$ cat src/rtl/pkc_pkg.sv
package pkc_pkg;

   typedef enum logic [1:0] {
      ACC_READ  = 2'd0,
      ACC_WRITE = 2'd1,
      ACC_FETCH = 2'd2,
      ACC_ALT   = 2'd3
   } acc_e;

   localparam int PERM_W = 3;
   localparam int PR     = 0;
   localparam int PWR    = 1;
   localparam int PX     = 2;

   localparam int FC_W   = 6;
   localparam int FC_P   = 0;
   localparam int FC_WR  = 1;
   localparam int FC_U   = 2;
   localparam int FC_RS  = 3;
   localparam int FC_I   = 4;
   localparam int FC_PK  = 5;

   typedef logic [PERM_W-1:0] perm_t;
   typedef logic [FC_W-1:0]   fcode_t;

   function automatic logic [1:0] perm_index(input logic [1:0] acc);
      case (acc)
         ACC_WRITE: perm_index = 2'd1;
         ACC_FETCH: perm_index = 2'd2;
         default:   perm_index = 2'd0;
      endcase
   endfunction

endpackage

$ cat src/rtl/pkc_base_perm.sv
module pkc_base_perm
   import pkc_pkg::*;
(
   input  logic  pg_user,
   input  logic  pg_write,
   input  logic  pg_nx,
   input  logic  acc_user,
   input  logic  sup_guard,
   input  logic  ctl_wp,
   input  logic  ctl_xprev,
   output perm_t base
);

   logic guard_hit;
   logic rd_ok;
   logic wr_ok;
   logic ex_ok;

   always_comb begin
      guard_hit = sup_guard & ~acc_user & pg_user;
      rd_ok     = ~guard_hit;
      wr_ok     = rd_ok & (pg_write | ~(acc_user | ctl_wp));
      ex_ok     = ~pg_nx & (acc_user | ~(ctl_xprev & pg_user));
      base      = '0;
      base[PR]  = rd_ok;
      base[PWR] = wr_ok;
      base[PX]  = ex_ok;
   end


   always_comb begin
      wr_implies_rd_chk: assert final (!base[PWR] || base[PR])
         else $error("write granted without read");
   end

endmodule

$ cat src/rtl/pkc_key_rights.sv
module pkc_key_rights
   import pkc_pkg::*;
#(
   parameter int KEY_W = 4
) (
   input  logic                        pg_user,
   input  logic [KEY_W-1:0]            pg_key,
   input  logic                        acc_user,
   input  logic                        ctl_wp,
   input  logic                        ctl_ukey_en,
   input  logic                        ctl_skey_en,
   input  logic [2*(1<<KEY_W)-1:0]     ukey_rights,
   input  logic [2*(1<<KEY_W)-1:0]     skey_rights,
   output perm_t                       key_mask
);

   localparam int NKEYS = 1 << KEY_W;

   logic [NKEYS-1:0] u_deny;
   logic [NKEYS-1:0] u_nowr;
   logic [NKEYS-1:0] s_deny;
   logic [NKEYS-1:0] s_nowr;

   for (genvar g = 0; g < NKEYS; g++) begin : g_split
      assign u_deny[g] = ukey_rights[2*g];
      assign u_nowr[g] = ukey_rights[2*g+1];
      assign s_deny[g] = skey_rights[2*g];
      assign s_nowr[g] = skey_rights[2*g+1];
   end

   logic deny_all;
   logic deny_wr;
   logic wr_rule;

   always_comb begin
      if (pg_user) begin
         deny_all = ctl_ukey_en & u_deny[pg_key];
         deny_wr  = ctl_ukey_en & u_nowr[pg_key];
      end else begin
         deny_all = ctl_skey_en & s_deny[pg_key];
         deny_wr  = ctl_skey_en & s_nowr[pg_key];
      end
      wr_rule       = deny_wr & (acc_user | ctl_wp);
      key_mask      = '1;
      key_mask[PR]  = ~deny_all;
      key_mask[PWR] = ~deny_all & ~wr_rule;
   end


   always_comb begin
      keys_off_chk: assert final ((ctl_ukey_en || ctl_skey_en) || key_mask == '1)
         else $error("key mask active with keys disabled");
   end


   always_comb begin
      key_no_exec_chk: assert final (key_mask[PX])
         else $error("key removed execute");
   end

endmodule

$ cat src/rtl/pkc_fault_code.sv
module pkc_fault_code
   import pkc_pkg::*;
(
   input  logic       walk_absent,
   input  logic       walk_rsvd,
   input  logic       user_viol,
   input  logic       key_viol,
   input  logic       prot_viol,
   input  logic [1:0] acc_type,
   input  logic       acc_user,
   input  logic       ctl_nxe,
   input  logic       ctl_xprev,
   output logic       any_fault,
   output fcode_t     code
);

   logic later;

   always_comb begin
      later     = walk_rsvd | user_viol | key_viol | prot_viol;
      any_fault = walk_absent | later;
      code      = '0;
      if (any_fault) begin
         code[FC_P]  = ~walk_absent & later;
         code[FC_RS] = ~walk_absent & walk_rsvd;
         code[FC_PK] = ~walk_absent & ~walk_rsvd & ~user_viol & key_viol;
         code[FC_WR] = (acc_type == ACC_WRITE);
         code[FC_U]  = acc_user;
         code[FC_I]  = (acc_type == ACC_FETCH) & (ctl_nxe | ctl_xprev);
      end
   end

endmodule

$ cat src/rtl/pkc_access_check.sv
module pkc_access_check
   import pkc_pkg::*;
#(
   parameter int KEY_W = 4
) (
   input  logic                    pg_user,
   input  logic                    pg_write,
   input  logic                    pg_nx,
   input  logic                    leaf_dirty,
   input  logic [KEY_W-1:0]        pg_key,
   input  logic                    walk_absent,
   input  logic                    walk_rsvd,
   input  logic [1:0]              acc_type,
   input  logic                    acc_user,
   input  logic                    sup_guard,
   input  logic                    ctl_wp,
   input  logic                    ctl_xprev,
   input  logic                    ctl_nxe,
   input  logic                    ctl_ukey_en,
   input  logic                    ctl_skey_en,
   input  logic [2*(1<<KEY_W)-1:0] ukey_rights,
   input  logic [2*(1<<KEY_W)-1:0] skey_rights,
   output logic [2:0]              grant,
   output logic                    pass,
   output logic [5:0]              fault_code
);

   localparam int NKEYS = 1 << KEY_W;

   initial begin
      key_w_range_chk: assert (KEY_W >= 1 && KEY_W <= 6)
         else $error("KEY_W out of range");
      rights_width_chk: assert (2*NKEYS <= 128)
         else $error("rights word too wide");
   end

   perm_t  base;
   perm_t  key_mask;
   perm_t  merged;
   fcode_t code;
   logic   any_fault;
   logic   user_viol;
   logic   key_viol;
   logic   prot_viol;
   logic [1:0] sel;

   pkc_base_perm u_base (
      .pg_user   (pg_user),
      .pg_write  (pg_write),
      .pg_nx     (pg_nx),
      .acc_user  (acc_user),
      .sup_guard (sup_guard),
      .ctl_wp    (ctl_wp),
      .ctl_xprev (ctl_xprev),
      .base      (base)
   );

   pkc_key_rights #(.KEY_W(KEY_W)) u_keys (
      .pg_user     (pg_user),
      .pg_key      (pg_key),
      .acc_user    (acc_user),
      .ctl_wp      (ctl_wp),
      .ctl_ukey_en (ctl_ukey_en),
      .ctl_skey_en (ctl_skey_en),
      .ukey_rights (ukey_rights),
      .skey_rights (skey_rights),
      .key_mask    (key_mask)
   );

   always_comb begin
      sel       = perm_index(acc_type);
      merged    = base & key_mask;
      user_viol = acc_user & ~pg_user;
      key_viol  = ~key_mask[sel];
      prot_viol = ~merged[sel];
   end

   pkc_fault_code u_code (
      .walk_absent (walk_absent),
      .walk_rsvd   (walk_rsvd),
      .user_viol   (user_viol),
      .key_viol    (key_viol),
      .prot_viol   (prot_viol),
      .acc_type    (acc_type),
      .acc_user    (acc_user),
      .ctl_nxe     (ctl_nxe),
      .ctl_xprev   (ctl_xprev),
      .any_fault   (any_fault),
      .code        (code)
   );

   always_comb begin
      grant = '0;
      if (!any_fault) begin
         grant      = merged;
         grant[PWR] = merged[PWR] & (leaf_dirty | (acc_type == ACC_WRITE));
      end
      pass       = grant[sel];
      fault_code = code;
   end


   always_comb begin
      pass_code_chk: assert final (!pass || fault_code == '0)
         else $error("pass with nonzero code");
   end


   always_comb begin
      absent_chk: assert final (!walk_absent || (!fault_code[FC_P] && !pass && grant == '0))
         else $error("absent fault wrong");
   end


   always_comb begin
      rsvd_chk: assert final (walk_absent || !walk_rsvd || (fault_code[FC_RS] && fault_code[FC_P]))
         else $error("reserved fault wrong");
   end


   always_comb begin
      key_pair_chk: assert final (!fault_code[FC_PK] || fault_code[FC_P])
         else $error("key bit without protection bit");
   end


   always_comb begin
      fetch_bit_chk: assert final (!fault_code[FC_I] || (acc_type == ACC_FETCH && (ctl_nxe || ctl_xprev)))
         else $error("fetch bit misplaced");
   end


   always_comb begin
      clean_chk: assert final (!(pass && !leaf_dirty && acc_type != ACC_WRITE) || !grant[PWR])
         else $error("write left on clean page");
   end

endmodule

$ cat config.mk
export PLATFORM = sky130hd
export DESIGN_NAME = pkc_access_check
export DESIGN_NICKNAME = d
export VERILOG_FILES = /design/src/rtl/pkc_pkg.sv /design/src/rtl/pkc_base_perm.sv /design/src/rtl/pkc_key_rights.sv /design/src/rtl/pkc_fault_code.sv /design/src/rtl/pkc_access_check.sv
export SDC_FILE = /design/constraint.sdc
export NUM_CORES = 1
export LEC_CHECK = 0
export CAP_MARGIN = 20
export CORE_MARGIN = 10
export CORE_UTILIZATION = 30
export DETAILED_ROUTE_END_ITERATION = 8
export PLACE_DENSITY_LB_ADDON = 0.12
export SLEW_MARGIN = 5
export SYNTH_ARGS = -nofsm -noshare
export SYNTH_HDL_FRONTEND = slang
export SYNTH_SLANG_ARGS = --single-unit
$ cat constraint.sdc
create_clock -name vclk -period 2.98
set_input_delay 0.596 -clock vclk [all_inputs]
set_output_delay 0.596 -clock vclk [all_outputs]
set_load 0.01 [all_outputs]
=== Yosys cells after proc, flatten, opt, wreduce, memory -nomap -nowiden ===
Index checks and enable logic that the tools add are counted.

* Output and inout port bits: 10
* Bits in writable memories: 0
* Word-level logic and storage cells: 65
* Bits in read-only memories: 0
* Memories kept: 0
* Register bits after elaboration: 0
* Input bits: 83
* Latch bits: 0

* Shifts and indexed selects: 0
* Reductions and logical operators: 0
* Multiplexer cells: 19
* Divide/modulo/power cells: 0
* $add $sub $neg: 0
* $lt $le $gt $ge: 2
* Eq/ne operators: 2
* Multiply operators: 0
* Bitwise operators: 42

{| class="wikitable"
|+ Operator list
! operator !! count
|-
| bitwise AND 1 bit || 19
|-
| binary-select mux 1 bit (select 4 bit) || 4
|-
| NOT 1 bit || 13
|-
| 2-to-1 mux 1 bit || 9
|-
| OR 1 bit || 9
|-
| binary-select mux 1 bit (select 2 bit) || 3
|-
| 2-to-1 mux 6 bit || 1
|-
| < comparator 4 x 5 -> 1 bit (second input constant) || 1
|-
| one-hot mux 2 bit (2 select lines) || 1
|-
| bitwise AND 3 bit || 1
|-
| < comparator 2 x 3 -> 1 bit (second input constant) || 1
|-
| 2-to-1 mux 3 bit || 1
|-
| == test 2 x 1 -> 1 bit (second input constant) || 1
|-
| == test 2 bit (second input constant) || 1
|}

=== Longest topological paths before layout ===
Gate-level depths: netlist of run 1.

* Depth in word-level cells: 16
* Depth in mapped cells: 8
* Depth with buffers taken out: 6

=== Hierarchy ===
Synthesis of run 1 repeated with hierarchy kept, for this count alone.

* Cell total of the unflattened synthesis: 120
* Area, all modules: 935.9 um^2

{| class="wikitable"
|+ By module, submodules not included
! module !! cells an instance !! area an instance (um^2) !! sequential area each (um^2) !! times used
|-
| pkc_key_rights || 80 || 668.1 || 0.0 || 1
|-
| pkc_access_check || 19 || 120.1 || 0.0 || 1
|-
| pkc_fault_code || 13 || 83.8 || 0.0 || 1
|-
| pkc_base_perm || 8 || 63.8 || 0.0 || 1
|}

=== Worst setup path before layout of run 1 ===
Ideal clock, no wire load.

* Path type: input to output
* Start point: input port pg_key[0]
* End point: output port fault_code[1]
* Path buffers: 2
* Cell stages on the path: 8
* Data arrival time: 2.105 ns
* Setup slack: 0.279 ns
* Required time: 2.384 ns
* Path through: buf_6 -> buf_6 -> mux2i_1 -> a21oi_1 -> nand3_1 -> nand4_4 -> or3_4 -> o311a_1

* Longest elaborated chain between the ends: 14
* Elaborated cells between the ends (all ways): 29
* Those cells by class: mux: 15; bitwise: 14

{| class="wikitable"
|+ Ends and longest elaborated chain
! what !! line !! source
|-
| from (decl) || pkc_access_check.sv:10 || <nowiki>input logic [KEY_W-1:0] pg_key,</nowiki>
|-
| binary-select mux 1 bit (select 4 bit), on equally long branches || pkc_key_rights.sv:41, pkc_key_rights.sv:38 ||
|-
| 2-to-1 mux 1 bit, on equally long branches || pkc_key_rights.sv:41, pkc_key_rights.sv:38 ||
|-
| bitwise AND 1 bit, on equally long branches || pkc_key_rights.sv:41, pkc_key_rights.sv:38 ||
|-
| 2-to-1 mux 1 bit || pkc_key_rights.sv:36 || <nowiki>if (pg_user) begin</nowiki>
|-
| bitwise AND 1 bit || pkc_key_rights.sv:43 || <nowiki>wr_rule = deny_wr & (acc_user | ctl_wp);</nowiki>
|-
| NOT 1 bit || pkc_key_rights.sv:46 || <nowiki>key_mask[PWR] = ~deny_all & ~wr_rule;</nowiki>
|-
| bitwise AND 1 bit || pkc_key_rights.sv:46 ||
|-
| binary-select mux 1 bit (select 2 bit) / bitwise AND 3 bit (equally long branches) || pkc_access_check.sv:74, pkc_access_check.sv:72 ||
|-
| 2-to-1 mux 1 bit (implied by the code) / binary-select mux 1 bit (select 2 bit) (equally long branches) || pkc_access_check.sv:74, pkc_access_check.sv:75 ||
|-
| NOT 1 bit / 2-to-1 mux 1 bit (equally long branches) || pkc_access_check.sv:74, pkc_access_check.sv:75 ||
|-
| OR 1 bit / NOT 1 bit (equally long branches) || pkc_fault_code.sv:20, pkc_access_check.sv:75 ||
|-
| OR 1 bit * || pkc_fault_code.sv:20 || <nowiki>later = walk_rsvd | user_viol | key_viol | prot_viol;</nowiki>
|-
| OR 1 bit * || pkc_fault_code.sv:21 || <nowiki>any_fault = walk_absent | later;</nowiki>
|-
| 2-to-1 mux 6 bit * || pkc_fault_code.sv:23 || <nowiki>if (any_fault) begin</nowiki>
|-
| to (decl) || pkc_access_check.sv:25 || <nowiki>output logic [5:0] fault_code</nowiki>
|}

Mark *: on every way between the ends. The rest lies on a longest branch, timed or not. The select of a mux whose other input is x is not followed.

=== Final worst setup path of run 1 ===
* Start point: input port skey_rights[26]
* End point: output port fault_code[1]

* Longest elaborated chain between the ends: 13
* Elaborated cells between the ends (all ways): 17
* Those cells by class: mux: 8; bitwise: 9

{| class="wikitable"
|+ Ends and longest elaborated chain
! what !! line !! source
|-
| from (decl) || pkc_access_check.sv:22 || <nowiki>input logic [2*(1<<KEY_W)-1:0] skey_rights,</nowiki>
|-
| binary-select mux 1 bit (select 4 bit) * || pkc_key_rights.sv:40 || <nowiki>deny_all = ctl_skey_en & s_deny[pg_key];</nowiki>
|-
| 2-to-1 mux 1 bit (implied by the code) * || pkc_key_rights.sv:40 ||
|-
| bitwise AND 1 bit * || pkc_key_rights.sv:40 ||
|-
| 2-to-1 mux 1 bit * || pkc_key_rights.sv:36 ||
|-
| NOT 1 bit * || pkc_key_rights.sv:45, pkc_key_rights.sv:46 ||
|-
| bitwise AND 1 bit || pkc_key_rights.sv:46 ||
|-
| binary-select mux 1 bit (select 2 bit) / bitwise AND 3 bit (equally long branches) || pkc_access_check.sv:74, pkc_access_check.sv:72 ||
|-
| 2-to-1 mux 1 bit (implied by the code) / binary-select mux 1 bit (select 2 bit) (equally long branches) || pkc_access_check.sv:74, pkc_access_check.sv:75 ||
|-
| NOT 1 bit / 2-to-1 mux 1 bit (equally long branches) || pkc_access_check.sv:74, pkc_access_check.sv:75 ||
|-
| OR 1 bit / NOT 1 bit (equally long branches) || pkc_fault_code.sv:20, pkc_access_check.sv:75 ||
|-
| OR 1 bit * || pkc_fault_code.sv:20 ||
|-
| OR 1 bit * || pkc_fault_code.sv:21 ||
|-
| 2-to-1 mux 6 bit * || pkc_fault_code.sv:23 ||
|}

Marked as above.

==> impl_metrics.csv, run 1 <==
group,metric,value,unit
worst_hold_path,whs_endpoint,"grant[1]",
sta,setup_violations,0,
job,maxCapViolCount,0,
pwr,seq_power_share,0,%
sta,slew_violations,0,
grt,grt_max_degree,16,
place,dp_hpwl,3900,um
place,place_ws,-0.697,ns
drt,routed-via-count,1387,
clock_network,hold_buffers,0,
sta,worst_pin_slew,0.334,ns
run_status,status,"complete, no violations",
drt,drt_wl_total,5130,um
sta,fin_hold_ws,1.88,ns
sta,clock.fmax,336,MHz
floorplan,die_x,74.1,um
finish,diodes,0,
synthesis,synth-seq-area-share,0,%
drt,viasPerCell,5.31,
floorplan,core-area,2780,um^2
synthesis,synth.cell_area,880,um^2
synthesis,syn-num-nets,199,
worst_setup_path,cpMaxStageDelayCell,"or3_4",
worst_setup_path,arrival,2.38,ns
worst_setup_path,end_kind,"primary output",
drt,drt_iter0_markers,85,
grt,met1_usage,17.1,%
floorplan,io_pins,93,
place,portBuffers,93,
finish,clkbuf_count,0,
drt,first_pass_iters,4,
grt,use_met3,2.93,%
grt,antenna_found_initial,0,
grt,grt_overflow,0,
place,gp_congestion,0.857,
floorplan,die_h,74.1,um
synthesis,yosysWarnings,0,
sta,final_hold_viol_count,0,
floorplan,dieArea,5500,um^2
pwr,comb_power_share,100.0,%
worst_hold_path,hold_path.class,"primary input to primary output",
grt,grt_util_all_layers,16.3,%
finish,seqCellArea,0,um^2
worst_hold_path,hold_path_startpoint,"leaf_dirty",
pwr,ir_drop,0.115,mV
pwr,internal_power,186,uW
finish,fin_util,79.4,%
worst_setup_path,crit_type,"primary input to primary output",
grt,busiest_layer,"met2",
sta,slew_headroom,77.6,%
floorplan,num_rows,19,
worst_setup_path,cpPeakStageDelay,0.43,ns
synthesis,ys_types,33,
sta,period_minus_slack,2.97,ns
pwr,pwr-share-clk,0,%
grt,grt_pass1_wl,7360,um
sta,grt_setup_unrepaired,"yes",
finish,syn_to_final_growth,151,%
finish,drive_gt1_share,30.4,%
grt,grt_use_met2,33.7,%
synthesis,synth_top_area_share,36.4,%
pwr,total_power,303,uW
worst_setup_path,worstPathMaxFanout,4,
sta,setup_slack,0.00768,ns
drt,remaining_drc_errors,0,
drt,wl_per_cell,19.7,um
pwr,leakage,1.16,nW
synthesis,yosys-top-cells-area,"mux2i_1 36%, a21oi_1 6.8%, a22oi_1 6.8%, nand2_1 4.3%, buf_6 3.8%",
pwr,power_density,137,nW/um^2
worst_setup_path,startpoint_type,"primary input",
synthesis,synth_common_cells,"32 x mux2i_1, 12 x a21oi_1, 10 x nand2_1",
grt,grt_pass1_vias,1499,
worst_hold_path,whs_path_depth,4,
drt,antenna_left,0,
finish,nFlopsAndLatches,0,
finish,fin_area,2210,um^2
finish,nNetsFinal,315,
sta,fin_crit_sh,99.7,%
floorplan,initial_utilization,31.6,%
pwr,power.share.switching,38.7,%
place,postPlaceCellArea,1940,um^2
synthesis,avgSynthCellArea,7.58,um^2
synthesis,yosysMostFrequentCell,"mux2i_1",
pwr,switchingPower,117,uW
synthesis,yosys.area.top_type,"mux2i_1",
synthesis,syn_inst,116,
worst_setup_path,path_cells,"clkdlybuf4s50_1 -> mux2i_1 -> nand2_1 -> nand3_2 -> nand4_4 -> or3_4 -> o311a_1 -> buf_2",
worst_setup_path,cp.required,2.38,ns
-- metrics by stage --
step           setup TNS, ns  instances
6_report                   0        261
3_5_place_dp           -5.16        251
3_3_place_gp           -4.80        251
4_1_cts                    0        257
2_1_floorplan              0        116
5_1_grt               -0.258        261
-- worst max-delay path: cells and delay by family --
family	cells	cell delay, ns
muxes	1	0.19
buffers and inverters	2	0.54
and+or+nand+nor	4	0.76
AOI/OAI and AO/OA	1	0.30
-- per-layer routing --
metal	vias to the layer above	part of all wire (%)
met3	2	7.4
met4	0	0.56
met2	64	57
met5	-	0
li1	678	-
met1	643	35
-- worst max-delay path by stage --
stage / from / end / cells after the start
finish: skey_rights[26] / fault_code[1] / 8
global route: ukey_rights[20] / fault_code[1] / 8
CTS: ukey_rights[1] / fault_code[1] / 8
detailed placement: pg_key[1] / grant[2] / 8
global placement: pg_key[2] / grant[0] / 8
floorplan: pg_key[0] / fault_code[1] / 8
-- logic make-up (layout without fill, tap and decap cells) --
group	count (synthesis)	after routing	synth area share (%)
AOI/OAI and AO/OA	35	35	27.2
muxes	32	32	36.4
buffers and inverters	9	123	8.53
and+or+nand+nor	40	40	27.9
-- power by group through the flow --
stage / sequential, mW / combinational, mW / clock (mW)
floorplan: 0 / 0.102 / 0
global placement: 0 / 0.259 / 0
detailed placement: 0 / 0.264 / 0
CTS: 0 / 0.284 / 0
global route: 0 / 0.323 / 0
finish: 0 / 0.303 / 0
-- cells in the final DEF (no fill, tap or decap), types with 2 or more instances in the layout --
master,count
nand2b_1,2
a21oi_2,4
inv_1,2
nand3_1,2
nand3_2,7
a21oi_1,8
buf_2,7
clkbuf_2,3
buf_4,21
a22oi_1,6
clkdlybuf4s50_1,35
nor2b_2,2
mux2i_4,3
dlygate4sd2_1,23
nor2_1,4
mux2i_2,2
o21ai_0,2
buf_12,2
a22oi_2,2
buf_6,2
mux2i_1,27
nand3b_1,2
nor2b_1,3
nand2_1,10
buf_16,2
dlymetal6s2s_1,24
-- area by class of cell --
type / instances / area [um^2]
Timing Repair Buffer: 121 / 1220
Fill cell: 200 / 573
Inverter: 2 / 7.51
Multi-Input combinational cell: 107 / 945
Tap cell: 31 / 38.8
-- timing repair --
item	CTS	global route
setup endpoints to repair	9	9
gates resized for setup	84	41
buffers inserted	4	3
cloned	2	1
pin swaps	21	24
Note: power is estimated with default switching activity, not from simulation.
==> inputs of run 2 (changes only) <==
Settings changed: SLEW_MARGIN 5 to not set.
==> results of run 2 <==
No change in the layout: final DEF, timing and power equal those of run 1.
==> inputs of run 3 (changes only) <==
==> constraint.sdc (replaced) <==
create_clock -name vclk -period 2.98
set_input_delay 0.596 -clock vclk [all_inputs]
set_output_delay 0.596 -clock vclk [all_outputs]
set_load 0.05 [all_outputs]
==> run 3 against run 2 <==
The flow now finishes with violations (negative setup slack); sequential share of layout area did not move; non-clock buffer count did not move; via count up 5.8%; die area is the same; critical path depth grew 3; utilization is 5.6 points higher; worst setup slack lost 0.11 ns; largest cell class unchanged; largest power group unchanged.
==> impl_metrics.csv, run 3 (synthesized netlist as in run 1, its figures left out) <==
group,metric,value,unit
run_status,status,"finished with violations",
run_status,failed_checks,"negative setup slack",
finish,fin_area,2360,um^2
finish,seqCellArea,0,um^2
sta,clock.fmax,324,MHz
sta,fin_crit_sh,104,%
grt,grt_pass1_vias,1603,
worst_hold_path,hold_path.class,"primary input to primary output",
drt,routed-via-count,1468,
worst_setup_path,cp.required,2.38,ns
sta,slew_violations,0,
finish,drive_gt1_share,37.8,%
floorplan,dieArea,5500,um^2
finish,nNetsFinal,315,
finish,fillerInstances,139,
worst_setup_path,worstPathMaxFanout,11,
drt,first_pass_iters,4,
finish,nFlopsAndLatches,0,
worst_setup_path,end_kind,"primary output",
sta,slew_headroom,68.6,%
grt,grt_overflow,0,
finish,multiInputGateArea,1060,um^2
worst_setup_path,arrival,2.49,ns
floorplan,die_h,74.1,um
drt,antenna_left,0,
pwr,leakage,1.05,nW
drt,wl_per_cell,22.1,um
finish,final_cell_mix,"60 x dlygate4sd2_1, 23 x mux2i_1, 19 x buf_4",
pwr,total_power,375,uW
grt,grt_util_all_layers,18.2,%
pwr,power_density,158,nW/um^2
sta,setup_slack,-0.105,ns
place,postPlaceCellArea,2020,um^2
drt,drt_iter0_markers,52,
pwr,ir_drop,0.158,mV
place,gp_congestion,0.831,
clock_network,hold_buffers,0,
sta,period_minus_slack,3.08,ns
sta,worst_pin_slew,0.466,ns
finish,clkbuf_count,0,
finish,final_common_cell,"dlygate4sd2_1",
floorplan,die_x,74.1,um
grt,antenna_found_initial,0,
sta,setup_violations,5,
drt,remaining_drc_errors,0,
place,dp_hpwl,4010,um
place,portBuffers,93,
floorplan,num_rows,19,
sta,fin_hold_ws,1.92,ns
floorplan,initial_utilization,31.6,%
grt,grt_max_degree,12,
job,maxCapViolCount,0,
finish,syn_to_final_growth,169,%
finish,diodes,0,
sta,final_hold_viol_count,0,
floorplan,io_pins,93,
grt,grt_pass1_wl,8220,um
sta,grt_setup_unrepaired,"yes",
worst_setup_path,crit_type,"primary input to primary output",
drt,viasPerCell,5.62,
floorplan,core-area,2780,um^2
worst_setup_path,startpoint_type,"primary input",
drt,drt_wl_total,5760,um
-- run 3: final cells by class --
class / instances / share of cell area (%)
Tap cell: 31 / 1.64
Inverter: 2 / 0.317
Timing Repair Buffer: 121 / 53.1
Multi-Input combinational cell: 107 / 45.0
-- run 3: report_power, final --
part / internal, mW / switching (mW) / leakage [nW]
clock network: 0 / 0 / 0
registers: 0 / 0 / 0
logic: 0.208 / 0.167 / 1.05
-- run 3: repair_timing --
item	4_1_cts	5_1_grt
cloned	2	0
buffers inserted	9	2
resized for setup	106	28
setup endpoints to repair	8	9
pin swaps	39	12
-- run 3: metal layers --
layer / track usage (%) / vias up / share of wire, %
met2: 34.6 / 75 / 54
met4: 2.90 / 0 / 1.1
li1: - / 681 / -
met3: 4.39 / 6 / 7.7
met5: 0 / - / 0
met1: 20.0 / 706 / 37
-- run 3: final timing paths --
path	startpoint	endpoint	slack (ns)	cells after the start
max	pg_key[0]	grant[1]	-0.10	11
min	walk_absent	fault_code[0]	1.92	3
-- run 3: per-stage QoR --
step	util, %	TNS (ns)	cells	setup WS [ns]
after floorplan	-	-0.240	116	-0.109
after global placement	72.7	-2.34	249	-0.340
after detailed placement	72.7	-2.58	249	-0.410
after CTS	79.7	-0.142	259	-0.0527
after global routing	85.0	-1.04	261	-0.231
final	85.0	-0.392	261	-0.105
-- run 3: critical path, cell delays in order --
cell     delay (ns)
buf_12         0.11
buf_16         0.15
mux2i_1        0.23
nand2_1        0.12
nand3_2        0.11
nand4_4        0.12
buf_6          0.14
or3_4          0.40
buf_6          0.13
nor3_4         0.21
buf_12         0.16
